===== src/rtl/acc_pkg.sv =====
package acc_pkg;
    localparam int DW      = 8;
    localparam int AW      = 2 * DW;
    localparam int SEL_W   = 3;
    localparam int NREG    = 1 << SEL_W;
    localparam int NIB     = 4;
    localparam int FLAG_W  = 4;
    localparam int SRC_H   = 4;
    localparam int SRC_L   = 5;
    localparam int SRC_MEM = 6;
    localparam int SRC_A   = 7;
    localparam logic [DW-1:0] OPC_IMM_ADD = 8'hC6;
    localparam logic [DW-1:0] OPC_IMM_ADC = 8'hCE;

    typedef enum logic [1:0] {OP_NONE, OP_ADD, OP_ADC, OP_SUB} op_kind_t;
    typedef enum logic [1:0] {ST_IDLE, ST_MREQ, ST_EXEC} state_t;

    typedef struct packed {
        op_kind_t           kind;
        logic [SEL_W-1:0]   src;
        logic               use_imm;
        logic               use_mem;
    } dec_t;

    typedef struct packed {
        logic z;
        logic n;
        logic h;
        logic c;
    } flags_t;

    function automatic dec_t decode_op(input logic [DW-1:0] opc);
        dec_t d;
        d.kind    = OP_NONE;
        d.src     = opc[SEL_W-1:0];
        d.use_imm = 1'b0;
        case (opc[DW-1:SEL_W])
            5'b10000: d.kind = OP_ADD;
            5'b10001: d.kind = OP_ADC;
            5'b10010: d.kind = OP_SUB;
            default:  d.kind = OP_NONE;
        endcase
        if (opc == OPC_IMM_ADD) begin
            d.kind    = OP_ADD;
            d.use_imm = 1'b1;
        end
        if (opc == OPC_IMM_ADC) begin
            d.kind    = OP_ADC;
            d.use_imm = 1'b1;
        end
        d.use_mem = (d.kind != OP_NONE) && !d.use_imm
                    && (opc[SEL_W-1:0] == SEL_W'(SRC_MEM));
        return d;
    endfunction
endpackage


===== src/rtl/acc_alu_core.sv =====
module acc_alu_core
    import acc_pkg::*;
(
    input  op_kind_t         kind,
    input  logic [DW-1:0]    a,
    input  logic [DW-1:0]    b,
    input  logic             cin,
    output logic [DW-1:0]    res,
    output flags_t           fl
);
    logic          ci;
    logic [DW:0]   wide;
    logic [NIB:0]  low;

    always_comb begin
        ci = (kind == OP_ADC) ? cin : 1'b0;
        if (kind == OP_SUB) begin
            wide = {1'b0, a} - {1'b0, b};
            low  = {1'b0, a[NIB-1:0]} - {1'b0, b[NIB-1:0]};
        end else begin
            wide = {1'b0, a} + {1'b0, b} + {{DW{1'b0}}, ci};
            low  = {1'b0, a[NIB-1:0]} + {1'b0, b[NIB-1:0]} + {{NIB{1'b0}}, ci};
        end
        res  = wide[DW-1:0];
        fl.z = (wide[DW-1:0] == '0);
        fl.n = (kind == OP_SUB);
        fl.h = low[NIB];
        fl.c = wide[DW];
    end
endmodule


===== src/rtl/acc_regfile.sv =====
module acc_regfile
    import acc_pkg::*;
(
    input  logic             clk,
    input  logic             rst,
    input  logic             ld_en,
    input  logic [SEL_W-1:0] ld_sel,
    input  logic [DW-1:0]    ld_data,
    input  logic             ex_we,
    input  logic [DW-1:0]    ex_res,
    input  flags_t           ex_flags,
    input  logic [SEL_W-1:0] rd_sel,
    output logic [DW-1:0]    rd_data,
    output logic [DW-1:0]    a_q,
    output logic [DW-1:0]    h_q,
    output logic [DW-1:0]    l_q,
    output flags_t           flags_q
);
    logic [DW-1:0] rbank [NREG];

    for (genvar i = 0; i < NREG; i++) begin : g_reg
        if (i == SRC_MEM) begin : g_hole
            assign rbank[i] = '0;
        end else begin : g_ff
            logic [DW-1:0] q;
            always_ff @(posedge clk) begin
                if (rst)
                    q <= '0;
                else if (ex_we && (i == SRC_A))
                    q <= ex_res;
                else if (ld_en && (ld_sel == SEL_W'(i)))
                    q <= ld_data;
            end
            assign rbank[i] = q;
        end
    end

    always_ff @(posedge clk) begin
        if (rst)
            flags_q <= '0;
        else if (ex_we)
            flags_q <= ex_flags;
        else if (ld_en && (ld_sel == SEL_W'(SRC_MEM)))
            flags_q <= flags_t'(ld_data[DW-1 -: FLAG_W]);
    end

    assign rd_data = rbank[rd_sel];
    assign a_q     = rbank[SRC_A];
    assign h_q     = rbank[SRC_H];
    assign l_q     = rbank[SRC_L];
endmodule


===== src/rtl/acc_alu_unit.sv =====
module acc_alu_unit
    import acc_pkg::*;
(
    input  logic             clk,
    input  logic             rst,
    input  logic             in_valid,
    output logic             in_ready,
    input  logic [DW-1:0]    in_opcode,
    input  logic [DW-1:0]    in_imm,
    output logic             mem_rd_en,
    output logic [AW-1:0]    mem_rd_addr,
    input  logic [DW-1:0]    mem_rd_data,
    input  logic             ld_en,
    input  logic [SEL_W-1:0] ld_sel,
    input  logic [DW-1:0]    ld_data,
    output logic [DW-1:0]    acc_out,
    output logic [DW-1:0]    flags_out,
    output logic             done
);
    state_t        st_q;
    dec_t          dec_q;
    logic [DW-1:0] imm_q;
    dec_t          dec_in;
    logic          accept;
    logic [DW-1:0] src_val, opnd_b, alu_res, h_q, l_q;
    flags_t        alu_fl, flags_q;
    op_kind_t      cur_kind;
    logic          ex_we;

    assign dec_in   = decode_op(in_opcode);
    assign in_ready = (st_q == ST_IDLE);
    assign accept   = in_valid && in_ready;
    assign cur_kind = dec_q.kind;

    always_ff @(posedge clk) begin
        if (rst) begin
            st_q  <= ST_IDLE;
            dec_q <= '0;
            imm_q <= '0;
        end else begin
            case (st_q)
                ST_IDLE: if (accept) begin
                    dec_q <= dec_in;
                    imm_q <= in_imm;
                    st_q  <= dec_in.use_mem ? ST_MREQ : ST_EXEC;
                end
                ST_MREQ: st_q <= ST_EXEC;
                default: st_q <= ST_IDLE;
            endcase
        end
    end

    assign mem_rd_en   = (st_q == ST_MREQ);
    assign mem_rd_addr = {h_q, l_q};
    assign done        = (st_q == ST_EXEC);
    assign ex_we       = done && (dec_q.kind != OP_NONE);

    always_comb begin
        if (dec_q.use_imm)
            opnd_b = imm_q;
        else if (dec_q.use_mem)
            opnd_b = mem_rd_data;
        else
            opnd_b = src_val;
    end

    acc_regfile u_rf (
        .clk      (clk),
        .rst      (rst),
        .ld_en    (ld_en),
        .ld_sel   (ld_sel),
        .ld_data  (ld_data),
        .ex_we    (ex_we),
        .ex_res   (alu_res),
        .ex_flags (alu_fl),
        .rd_sel   (dec_q.src),
        .rd_data  (src_val),
        .a_q      (acc_out),
        .h_q      (h_q),
        .l_q      (l_q),
        .flags_q  (flags_q)
    );

    acc_alu_core u_alu (
        .kind (dec_q.kind),
        .a    (acc_out),
        .b    (opnd_b),
        .cin  (flags_q.c),
        .res  (alu_res),
        .fl   (alu_fl)
    );

    assign flags_out = {flags_q, {(DW-FLAG_W){1'b0}}};
endmodule


===== config.mk =====
export PLATFORM = sky130hd
export DESIGN_NAME = acc_alu_unit
export DESIGN_NICKNAME = d
export VERILOG_FILES = /design/src/rtl/acc_pkg.sv /design/src/rtl/acc_alu_core.sv /design/src/rtl/acc_regfile.sv /design/src/rtl/acc_alu_unit.sv
export SDC_FILE = /design/constraint.sdc
export NUM_CORES = 1
export LEC_CHECK = 0
export ABC_AREA = 0
export BUFFER_PORTS_ARGS = -buffer_cell sky130_fd_sc_hd__buf_2
export CAP_MARGIN = 30
export CORE_MARGIN = 4
export CORE_UTILIZATION = 56
export CTS_CLUSTER_DIAMETER = 40
export DETAILED_ROUTE_END_ITERATION = 8
export PLACE_DENSITY = 0.8
export SLEW_MARGIN = 15
export SYNTH_ARGS = -nofsm -noshare
export SYNTH_HDL_FRONTEND = slang
export SYNTH_SLANG_ARGS = --single-unit

===== constraint.sdc =====
create_clock -name clk -period 4.19 [get_ports clk]
set_clock_uncertainty 0.15 [all_clocks]
set_input_delay 0.838 -clock clk [delete_from_list [all_inputs] [get_ports clk]]
set_output_delay 0.838 -clock clk [all_outputs]
set_load 0.01 [all_outputs]

==> run summary, run 1 <==
Netlist cell types = 53
Wire per inst = 17.6 µm
Sum Neg Setup Slack = 0 ns
Row cnt = 31
Worst VDD drop = 208 µV
Clk_lat worst skew = 0.37 ns
Pre-antenna DRT Iters = 5
Via density per instance = 5.99
Reg2Reg Launch Point = dec_q[3]
Outcome = completed
Slew Limit Fails = 0
Peak Freq = 268 MHz
Antenna violation net count after detailed routing = 0
DIE WIDTH = 95.5 µm
Layout Nets = 658
Ys async rst share = 0%
Fin crit period = 3.74 ns
Hold_ws = 0.311 ns
Final HPWL from detailed placement = 9310 µm
Final hold violation count = 0
CTS Sinks = 77
Sequential area share after synthesis = 35.9%
IO Port Bufs = 69
Post-detailed-route DRC marker count = 0
Actual slew at the worst max-slew pin = 0.706 ns
Antenna Cells = 0
Clk slew on worst S/H paths = 0.09 ns
Share of cells above drive strength 1 = 18.6%
Full die area = 9120 µm²
Total number of vias = 4226
I/O pin cnt = 74
Core area = 7330 µm²
Die height = 95.5 µm
Final WL = 12400 µm
Vias in the first global route = 4005
Initial Utilization = 58.5%
Hold_buf cts = 0
Largest net degree at the start of global routing = 53
P&R area growth vs syn = 12.7%
Initial DRC Count = 300
Critical Path AT = 3.90 ns
Non-filler cells, final = 705
Critical Path End Type = register
Setup bufs post-CTS = 0
Final RePlAce weighted congestion = 0.929
Max-cap violations = 0
Reg-to-reg setup timing slack = 0.45 ns
Syn avg cell area = 7.81 µm²
Total track usage = 28.6%
TritonCTS clock tree = yes
LEAKAGE = 1.97 nW
Yosys reg bits = 77
Commonest non-fill, non-tap cell in the layout = nand2_1
Gr ovfl total = 0
R2R depth = 15
First-pass GRT wire length = 19800 µm
Design Power = 1.54 mW
CTS buffer count = 9
Max Root-Sink Buffers = 2
Worst flop-to-flop path endpoint = u_rf.flags_q[3]
CP Max Fanout = 10
Slew headroom = 52.8%
CTS H-tree lvls = 3
Power per cell area = 319 nW/µm²
Most frequent cells in the layout = nand2_1 (142), a21oi_1 (81), dfxtp_1 (77)
Yosys warnings = 0
Netlist Area Pre-Place = 4290 µm²
Placed insts = 686
Final period util = 89.2%
Startpoint types = register
CP endpoint = u_rf.flags_q[3]
Root Buffer = clkbuf_8
Main synth FF type = dfxtp_1
Hold Path Class = register to register
RSZ-0062 raised after global routing = no
# setup viols final = 0
Crit path required time = 4.35 ns
Post-synth EDFFs = 0
Synthesized instance count = 549
Worst Setup SP = dec_q[3]
Antenna violations before repair = 0
# resized after CTS = 0
Setup CP Type = register to register
[how the worst min path moves through the flow]
| stage | start | to | slack, ns | depth (start not counted) |
|---|---|---|---|---|
| after floorplan | u_rf.g_reg[2].g_ff.q[0] | u_rf.g_reg[2].g_ff.q[0] | 0.28 | 2 |
| after global placement | u_rf.g_reg[3].g_ff.q[7] | u_rf.g_reg[3].g_ff.q[7] | 0.29 | 2 |
| after detailed placement | u_rf.g_reg[3].g_ff.q[4] | u_rf.g_reg[3].g_ff.q[4] | 0.30 | 2 |
| after CTS | imm_q[1] | imm_q[1] | 0.31 | 2 |
| after global routing | u_rf.g_reg[3].g_ff.q[4] | u_rf.g_reg[3].g_ff.q[4] | 0.33 | 2 |
| final | u_rf.g_reg[3].g_ff.q[3] | u_rf.g_reg[3].g_ff.q[3] | 0.31 | 2 |
[synthesized netlist by cell type (2+ instances only)]
master / count / area [µm²]
mux2_2: 11 / 124
clkbuf_1: 23 / 86.3
a221oi_1: 2 / 17.5
nand2_1: 142 / 533
a31oi_1: 2 / 12.5
nor3_1: 9 / 45.0
a21o_1: 3 / 22.5
buf_1: 3 / 11.3
xnor2_1: 4 / 35.0
and3_1: 2 / 12.5
or3_1: 2 / 12.5
fa_1: 3 / 60.1
o21a_1: 10 / 75.1
inv_1: 18 / 67.6
mux4_2: 8 / 180
a211oi_1: 17 / 128
buf_2: 6 / 30.0
a21oi_1: 81 / 405
a22oi_1: 8 / 60.1
and2_1: 2 / 12.5
nor2b_1: 8 / 50.1
nor2_1: 31 / 116
nand2b_1: 7 / 43.8
o21ai_1: 2 / 10.0
dfxtp_1: 77 / 1540
buf_4: 5 / 37.5
o211ai_1: 2 / 15.0
mux2i_1: 9 / 90.1
nand3_1: 8 / 40.0
ha_1: 15 / 188
o21ai_0: 6 / 30.0
nor4_1: 2 / 12.5
[sequential cells by signal (all words and copies together) (netlist names)]
| register | flops |
|---|---|
| cur_kind | 2 |
| u_rf.h_q | 8 |
| st_q | 2 |
| dec_q | 5 |
| u_rf.g.g_ff.q | 32 |
| u_rf.a_q | 8 |
| imm_q | 8 |
| u_rf.l_q | 8 |
| u_rf.flags_q | 4 |
[logic make-up after synthesis]
family	after synthesis	share of synthesized area (%)
DFF	77	35.9
xor gates and xnor gates	4	0.817
other	1	0.0874
and+or+nand+nor	219	21.5
buffers and inverters	55	5.43
adders and majority gates	18	5.78
AOI/OAI and AO/OA	146	21.0
muxes	29	9.45
[critical path, stage by stage (launching register included)]
cell	delay (ns)
dfxtp_1	0.46
buf_4	0.25
nor2_2	0.27
a22oi_1	0.14
a211oi_1	0.24
a21oi_1	0.07
o21ai_1	0.25
fa_1	0.25
inv_1	0.06
fa_1	0.39
nor2_1	0.15
o311a_1	0.18
o41ai_1	0.07
or3_1	0.32
a21oi_1	0.23
a41o_1	0.20
[power by group]
group	switching [mW]	internal (mW)	total (mW)	leakage [nW]
clock network	0.321	0.228	0.549	0.0872
logic	0.135	0.0872	0.223	1.25
registers	0.0213	0.752	0.773	0.625
[through the flow]
stage	worst slack, ns	utilization (%)	instance area [µm²]
finish	0.454	66.0	4840
global route	0.130	66.0	4840
CTS	0.492	65.7	4820
detailed placement	0.532	63.1	4630
global placement	0.628	63.1	4630
floorplan	0.808	-	4300
[layout make-up]
cell class              count  area (µm²)
inverters                  18        67.6
well taps                  99         124
clock buffers               9         124
fillers                   641        2490
repair buffers             75         385
flip-flops and latches     77        1540
clock inverters             7        67.6
multi-input cells         420        2530
[layer usage]
metal  up-vias  share of wire, %  track usage, %
met5         -                 0               0
met4         0               2.0            9.95
met3        20               9.0            7.26
met2       202                48            47.5
met1      2006                41            36.0
li1       1998                 -               -
Note: power is estimated with default switching activity, not from simulation.
==> run 2: changes to the inputs <==
Settings changed: ABC_AREA 0 to 1, CORE_UTILIZATION 56 to 57, CTS_CLUSTER_DIAMETER 40 to 100, PLACE_DENSITY 0.8 to 0.81.
==> run summary, run 2 <==
Initial DRC Count = 375 (was 300)
Yosys warnings = 0 (unchanged)
DIE WIDTH = 95.3 µm (was 95.5 µm)
Placed insts = 759 (was 686)
Sequential area share after synthesis = 35.5% (was 35.9%)
Slowest cell on crit path = dfxtp_1 (unchanged)
TritonCTS clock tree = yes (unchanged)
Netlist Area Pre-Place = 4350 µm² (was 4290 µm²)
Post-detailed-route DRC marker count = 0 (unchanged)
Non-filler cells, final = 777 (was 705)
Final core utilization = 66.1% (was 66.0%)
Largest net degree at the start of global routing = 55 (was 53)
First-pass GRT wire length = 20100 µm (was 19800 µm)
Design Power = 1.76 mW (was 1.54 mW)
Most frequent cells in the layout = nand2_1 (85), o21ai_0 (83), nor2_1 (82) (was nand2_1 (142), a21oi_1 (81), dfxtp_1 (77))
RSZ-0062 raised after global routing = no (unchanged)
Row cnt = 31 (unchanged)
Setup CP Type = register to register (unchanged)
Sum Neg Setup Slack = 0 ns (unchanged)
P&R area growth vs syn = 11.5% (was 12.7%)
Root Buffer = clkbuf_8 (unchanged)
Power per cell area = 363 nW/µm² (was 319 nW/µm²)
Yosys top cell by area = dfxtp_1 (unchanged)
Share of the synthesized area in the top cell type = 35.5% (was 35.9%)
Area contributors post-synth = dfxtp_1 (35%), o21ai_0 (9.6%), a21oi_1 (7.4%), nand2_1 (7.3%), nor2_1 (7.1%) (was dfxtp_1 (36%), nand2_1 (12%), a21oi_1 (9.5%), ha_1 (4.4%), mux4_2 (4.2%))
# setup viols final = 0 (unchanged)
Delay-heaviest family, CP = compound AO/OA/AOI/OAI gates (unchanged)
Final WL = 12500 µm (was 12400 µm)
Post-synth EDFFs = 0 (unchanged)
Slew headroom = 37.2% (was 52.8%)
Fin crit period = 3.40 ns (was 3.74 ns)
CP Max Fanout = 17 (was 10)
Gr ovfl total = 0 (unchanged)
Initial Utilization = 59.3% (was 58.5%)
Crit path required time = 4.33 ns (was 4.35 ns)
Antenna Cells = 0 (unchanged)
Total track usage = 28.7% (was 28.6%)
Synthesized instance count = 624 (was 549)
Final period util = 81.3% (was 89.2%)
Clk slew on worst S/H paths = 0.08 ns (was 0.09 ns)
Antenna violation net count after detailed routing = 0 (unchanged)
Main synth FF type = dfxtp_1 (unchanged)
CTS Sinks = 77 (unchanged)
Share of cells above drive strength 1 = 18.0% (was 18.6%)
LEAKAGE = 2.28 nW (was 1.97 nW)
Critical Path AT = 3.55 ns (was 3.90 ns)
Full die area = 9080 µm² (was 9120 µm²)
Max reg flops = 32 (unchanged)
Actual slew at the worst max-slew pin = 0.938 ns (was 0.706 ns)
Wire per inst = 16.1 µm (was 17.6 µm)
Antenna violations before repair = 0 (unchanged)
Worst path cell trace = inv_1 > o21ai_0 > o221ai_1 > o21ai_1 > nand2_1 > o21ai_0 > o21ai_1 > fa_1 > inv_1 > fa_1 > inv_1 > nor2_1 > o21ai_0 > nand2_1 > nor2_1 > nand3_1 > nor2_1 > nand3_1 > a21oi_2 (was buf_4 > nor2_2 > a22oi_1 > a211oi_1 > a21oi_1 > o21ai_1 > fa_1 > inv_1 > fa_1 > nor2_1 > o311a_1 > o41ai_1 > or3_1 > a21oi_1 > a41o_1)
Syn avg cell area = 6.96 µm² (was 7.81 µm²)
Core area = 7330 µm² (unchanged)
Final HPWL from detailed placement = 9320 µm (was 9310 µm)
I/O pin cnt = 74 (unchanged)
Ys async rst share = 0% (unchanged)
Setup bufs post-CTS = 0 (unchanged)
Total number of vias = 4488 (was 4226)
# resized after CTS = 0 (unchanged)
Via density per instance = 5.78 (was 5.99)
Peak Freq = 294 MHz (was 268 MHz)
Reg with most FFs = u_rf.g.g_ff.q (unchanged)
Yosys reg bits = 77 (unchanged)
CP Buf/Inv Count = 3 (was 2)
Max Root-Sink Buffers = 2 (unchanged)
Final hold violation count = 0 (unchanged)
Slew Limit Fails = 0 (unchanged)
Most instantiated cells after synthesis = nand2_1 (85), o21ai_0 (83), nor2_1 (82) (was nand2_1 (142), a21oi_1 (81), dfxtp_1 (77))
Worst VDD drop = 364 µV (was 208 µV)
Final RePlAce weighted congestion = 0.937 (was 0.929)
Critical Path Max Stage Delay = 0.43 ns (was 0.46 ns)
Critical Path End Type = register (unchanged)
Clk_lat worst skew = 0.36 ns (was 0.37 ns)
Vias in the first global route = 4023 (was 4005)
Hold_buf cts = 0 (unchanged)
Max-cap violations = 0 (unchanged)
Hold Path Class = register to register (unchanged)
Outcome = completed (unchanged)
CTS buffer count = 9 (unchanged)
CTS H-tree lvls = 3 (unchanged)
IO Port Bufs = 69 (unchanged)
Netlist cell types = 42 (was 53)
Startpoint types = register (unchanged)
Commonest non-fill, non-tap cell in the layout = nand2_1 (unchanged)
Pre-antenna DRT Iters = 5 (unchanged)
# fillers = 656 (was 641)
Layout Nets = 731 (was 658)
Die height = 95.3 µm (was 95.5 µm)
Hold_ws = 0.340 ns (was 0.311 ns)
Top-count cell post-synth = nand2_1 (unchanged)
[run 2: worst min-delay path, cell delays in order (launching register included)]
cell	delay, ns
dfxtp_1	0.33
nor2_1	0.05
nor2_1	0.08
[run 2: kinds of logic (layout without fill, tap and decap cells)]
| group | count (synthesis) | count (layout) | synth area share [%] |
|---|---|---|---|
| AO/OA/AOI/OAI | 213 | 213 | 27.3 |
| AND/OR/NAND/NOR | 218 | 218 | 21.3 |
| buffers and inverters | 95 | 146 | 9.67 |
| adder cells (fa/ha/maj) | 18 | 18 | 5.70 |
| flip-flops | 77 | 77 | 35.5 |
| other | 1 | 4 | 0.0863 |
| XOR/XNOR | 2 | 2 | 0.403 |
[run 2: final cells by class]
class	instances	area, µm²	share of cell area [%]
clock buffer	9	124	2.56
clock inverter	6	62.6	1.29
inverter	57	214	4.42
multi-input combinational	455	2390	49.4
sequential	77	1540	31.8
tap	99	124	2.56
timing repair buffer	74	383	7.90
[run 2: final timing paths]
check	from	end	slack, ns	cells past startpoint
max	dec_q[3]	u_rf.flags_q[3]	0.79	19
min	imm_q[1]	imm_q[1]	0.34	2
max reg2reg	dec_q[3]	u_rf.flags_q[3]	0.79	19
min reg2reg	imm_q[1]	imm_q[1]	0.34	2
[run 2: metal layers]
layer | vias to the layer above | share of wire (%) | track usage (%)
met1 | 2047 | 44 | 39.9
met5 | - | 0 | 0
li1 | 2202 | - | -
met4 | 0 | 2.6 | 12.6
met2 | 214 | 46 | 43.7
met3 | 25 | 7.6 | 4.58
[run 2: power breakdown]
part | switching [mW] | internal [mW] | leakage, nW | total, mW
Combinational | 0.262 | 0.139 | 1.55 | 0.402
Clock | 0.285 | 0.273 | 0.0996 | 0.559
Sequential | 0.0324 | 0.764 | 0.628 | 0.796
[run 2: stage by stage]
step,instance area [µm²],setup WS (ns)
finish,4840,0.785
global route,4840,0.437
CTS,4820,0.818
detailed placement,4630,0.840
global placement,4630,1.01
floorplan,4360,1.33
==> run 3: changes to the inputs <==
Settings changed: ABC_AREA 1 to 0, CORE_UTILIZATION 57 to 56, PLACE_DENSITY 0.81 to 0.8.
Clock period 4.19 ns to 3.55 ns, I/O delays scaled along.
==> run summary, run 3 (synthesis results as in run 1) <==
CTS Sinks = 77 (unchanged)
Largest net degree at the start of global routing = 45 (was 55)
Worst VDD drop = 254 µV (was 364 µV)
Non-filler cells, final = 716 (was 777)
Root Buffer = clkbuf_8 (unchanged)
Logic gate share of total power = 14.3% (was 22.9%)
Final RePlAce weighted congestion = 0.983 (was 0.937)
Wire per inst = 17.9 µm (was 16.1 µm)
P&R area growth vs syn = 16.1% (was 11.5%)
DIE WIDTH = 95.5 µm (was 95.3 µm)
Clk pwr share = 39.8% (was 31.8%)
First-pass GRT wire length = 20100 µm (about the same)
WHS Path Cells = 2 (unchanged)
Pre-antenna DRT Iters = 5 (unchanged)
Core area = 7330 µm² (unchanged)
Reg2Reg Launch Point = dec_q[2] (was dec_q[3])
# fillers = 599 (was 656)
Final hold violation count = 0 (unchanged)
Worst flop-to-flop path endpoint = u_rf.flags_q[3] (unchanged)
Internal power = 1.41 mW (was 1.18 mW)
Max Root-Sink Buffers = 2 (unchanged)
Post-detailed-route DRC marker count = 0 (unchanged)
Power per cell area = 397 nW/µm² (was 363 nW/µm²)
Antenna Cells = 0 (unchanged)
CP Max Fanout = 7 (was 17)
Final WL = 12800 µm (was 12500 µm)
Placed insts = 694 (was 759)
Reg with most FFs = u_rf.g.g_ff.q (unchanged)
Final period util = 94.5% (was 81.3%)
CP endpoint = u_rf.flags_q[3] (unchanged)
Most frequent cells in the layout = nand2_1 (142), a21oi_1 (81), dfxtp_1 (76) (was nand2_1 (85), o21ai_0 (83), nor2_1 (82))
Hold_sp = imm_q[3] (was imm_q[1])
Switch share = 28.8% (was 33.0%)
Critical Path End Type = register (unchanged)
Vias in the first global route = 4004 (was 4023)
Layout Nets = 669 (was 731)
TritonCTS clock tree = yes (unchanged)
Most frequent CP cell = buf_4
Peak Freq = 298 MHz (was 294 MHz)
Clk slew on worst S/H paths = 0.09 ns (was 0.08 ns)
Final WS setup = 0.194 ns (was 0.785 ns)
# setup viols final = 0 (unchanged)
Sum Neg Setup Slack = 0 ns (unchanged)
Max-cap violations = 0 (unchanged)
Full die area = 9120 µm² (was 9080 µm²)
LEAKAGE = 2.05 nW (was 2.28 nW)
Hold_buf cts = 0 (unchanged)
I/O pin cnt = 74 (unchanged)
Slew headroom = 30.3% (was 37.2%)
Initial DRC Count = 322 (was 375)
Row cnt = 31 (unchanged)
Max reg flops = 32 (unchanged)
Total track usage = 29.2% (was 28.7%)
Hold Path Class = register to register (unchanged)
Crit path required time = 3.71 ns (was 4.33 ns)
Outcome = completed (unchanged)
CTS buffer count = 9 (unchanged)
Gr ovfl total = 0 (unchanged)
Sw Pwr = 0.570 mW (was 0.580 mW)
Sequential Power Share = 45.9% (was 45.3%)
Share of cells above drive strength 1 = 20.7% (was 18.0%)
CTS H-tree lvls = 3 (unchanged)
Worst Setup SP = dec_q[2] (was dec_q[3])
Via density per instance = 5.95 (was 5.78)
Worst path cell trace = buf_4 > nor2_2 > buf_4 > a22oi_1 > a211oi_1 > a21oi_1 > o21a_1 > buf_4 > fa_1 > nor2_1 > o311a_1 > o41ai_2 > or3_1 > a21oi_1 > a41o_1 (was inv_1 > o21ai_0 > o221ai_1 > o21ai_1 > nand2_1 > o21ai_0 > o21ai_1 > fa_1 > inv_1 > fa_1 > inv_1 > nor2_1 > o21ai_0 > nand2_1 > nor2_1 > nand3_1 > nor2_1 > nand3_1 > a21oi_2)
Total number of vias = 4258 (was 4488)
Actual slew at the worst max-slew pin = 1.04 ns (was 0.938 ns)
Commonest non-fill, non-tap cell in the layout = nand2_1 (unchanged)
Die height = 95.5 µm (was 95.3 µm)
Setup CP Type = register to register (unchanged)
Startpoint types = register (unchanged)
DP Worst Slack = 0.130 ns (was 0.840 ns)
Critical Path AT = 3.52 ns (was 3.55 ns)
Reg-to-reg setup timing slack = 0.19 ns (was 0.79 ns)
RSZ-0062 raised after global routing = yes (was no)
Antenna violation net count after detailed routing = 0 (unchanged)
Initial Utilization = 58.5% (was 59.3%)
Antenna violations before repair = 0 (unchanged)
Slew Limit Fails = 0 (unchanged)
Slowest cell on crit path = fa_1 (was dfxtp_1)
IO Port Bufs = 69 (unchanged)
Fin crit period = 3.36 ns (was 3.40 ns)
Clk_lat worst skew = 0.37 ns (was 0.36 ns)
Critical Path Max Stage Delay = 0.42 ns (was 0.43 ns)
R2R depth = 15 (was 19)
Final HPWL from detailed placement = 9600 µm (was 9320 µm)
run 3: cell types whose count changed in the layout (fill, tap and decap cells not counted), sizes merged, moves of 10 or more:
cell    delta
o21ai     -97
nand2     +55
inv       -36
o22ai     -10
a21oi     +11
mux2      +12
nand3     -16
buf       +11
nor2      -57
a211oi    +17
run 3: timing repair:
action / 4_1_cts / 5_1_grt
setup buffers: 0 / 4
gates resized for setup: 0 / 5
endpoints found under the setup margin: 0 / 5
run 3: cell type report:
type | count | area (µm²) | area share (%)
clock buffer | 9 | 124 | 2.49
clock inverter | 7 | 105 | 2.11
inverter | 18 | 67.6 | 1.36
multi-input combinational | 420 | 2540 | 51.1
sequential | 77 | 1540 | 31.0
tap | 99 | 124 | 2.49
timing repair buffer | 86 | 474 | 9.52
run 3: power groups by stage:
stage	registers [mW]	clock network (mW)	logic, mW
floorplan	0.922	0	0.183
global placement	0.926	0	0.264
detailed placement	0.926	0	0.271
CTS	0.906	0.787	0.273
global route	0.910	0.816	0.311
finish	0.908	0.786	0.283
run 3: worst min path at each step:
stage,to,slack (ns)
floorplan,u_rf.g_reg[2].g_ff.q[0],0.28
global placement,u_rf.g_reg[0].g_ff.q[3],0.29
detailed placement,u_rf.g_reg[3].g_ff.q[6],0.30
CTS,u_rf.g_reg[3].g_ff.q[6],0.31
global route,u_rf.g_reg[3].g_ff.q[3],0.33
finish,imm_q[3],0.31
run 3: routing by layer:
layer,vias up,global-route usage [%],wire (µm)
li1,2014,-,-
met1,2016,37.1,5130
met2,204,48.0,6190
met3,24,6.63,1140
met4,0,11.5,330
met5,-,0,0
run 3: per-stage QoR:
| stage | hold WS (ns) | util (%) | instance area [µm²] | power (mW) |
|---|---|---|---|---|
| floorplan | 0.283 | - | 4300 | 1.11 |
| global placement | 0.289 | 63.9 | 4690 | 1.19 |
| detailed placement | 0.297 | 63.9 | 4690 | 1.20 |
| CTS | 0.310 | 67.1 | 4920 | 1.97 |
| global route | 0.328 | 67.9 | 4980 | 2.04 |
| finish | 0.310 | 67.9 | 4980 | 1.98 |
run 3: worst max-delay path: cells and delay by family (launching register included):
family	cells	cell delay, ns
AO/OA/AOI/OAI	8	1.31
AND/OR/NAND/NOR	3	0.60
buffers and inverters	3	0.47
adder cells (fa/ha/maj)	1	0.42
flip-flops	1	0.34
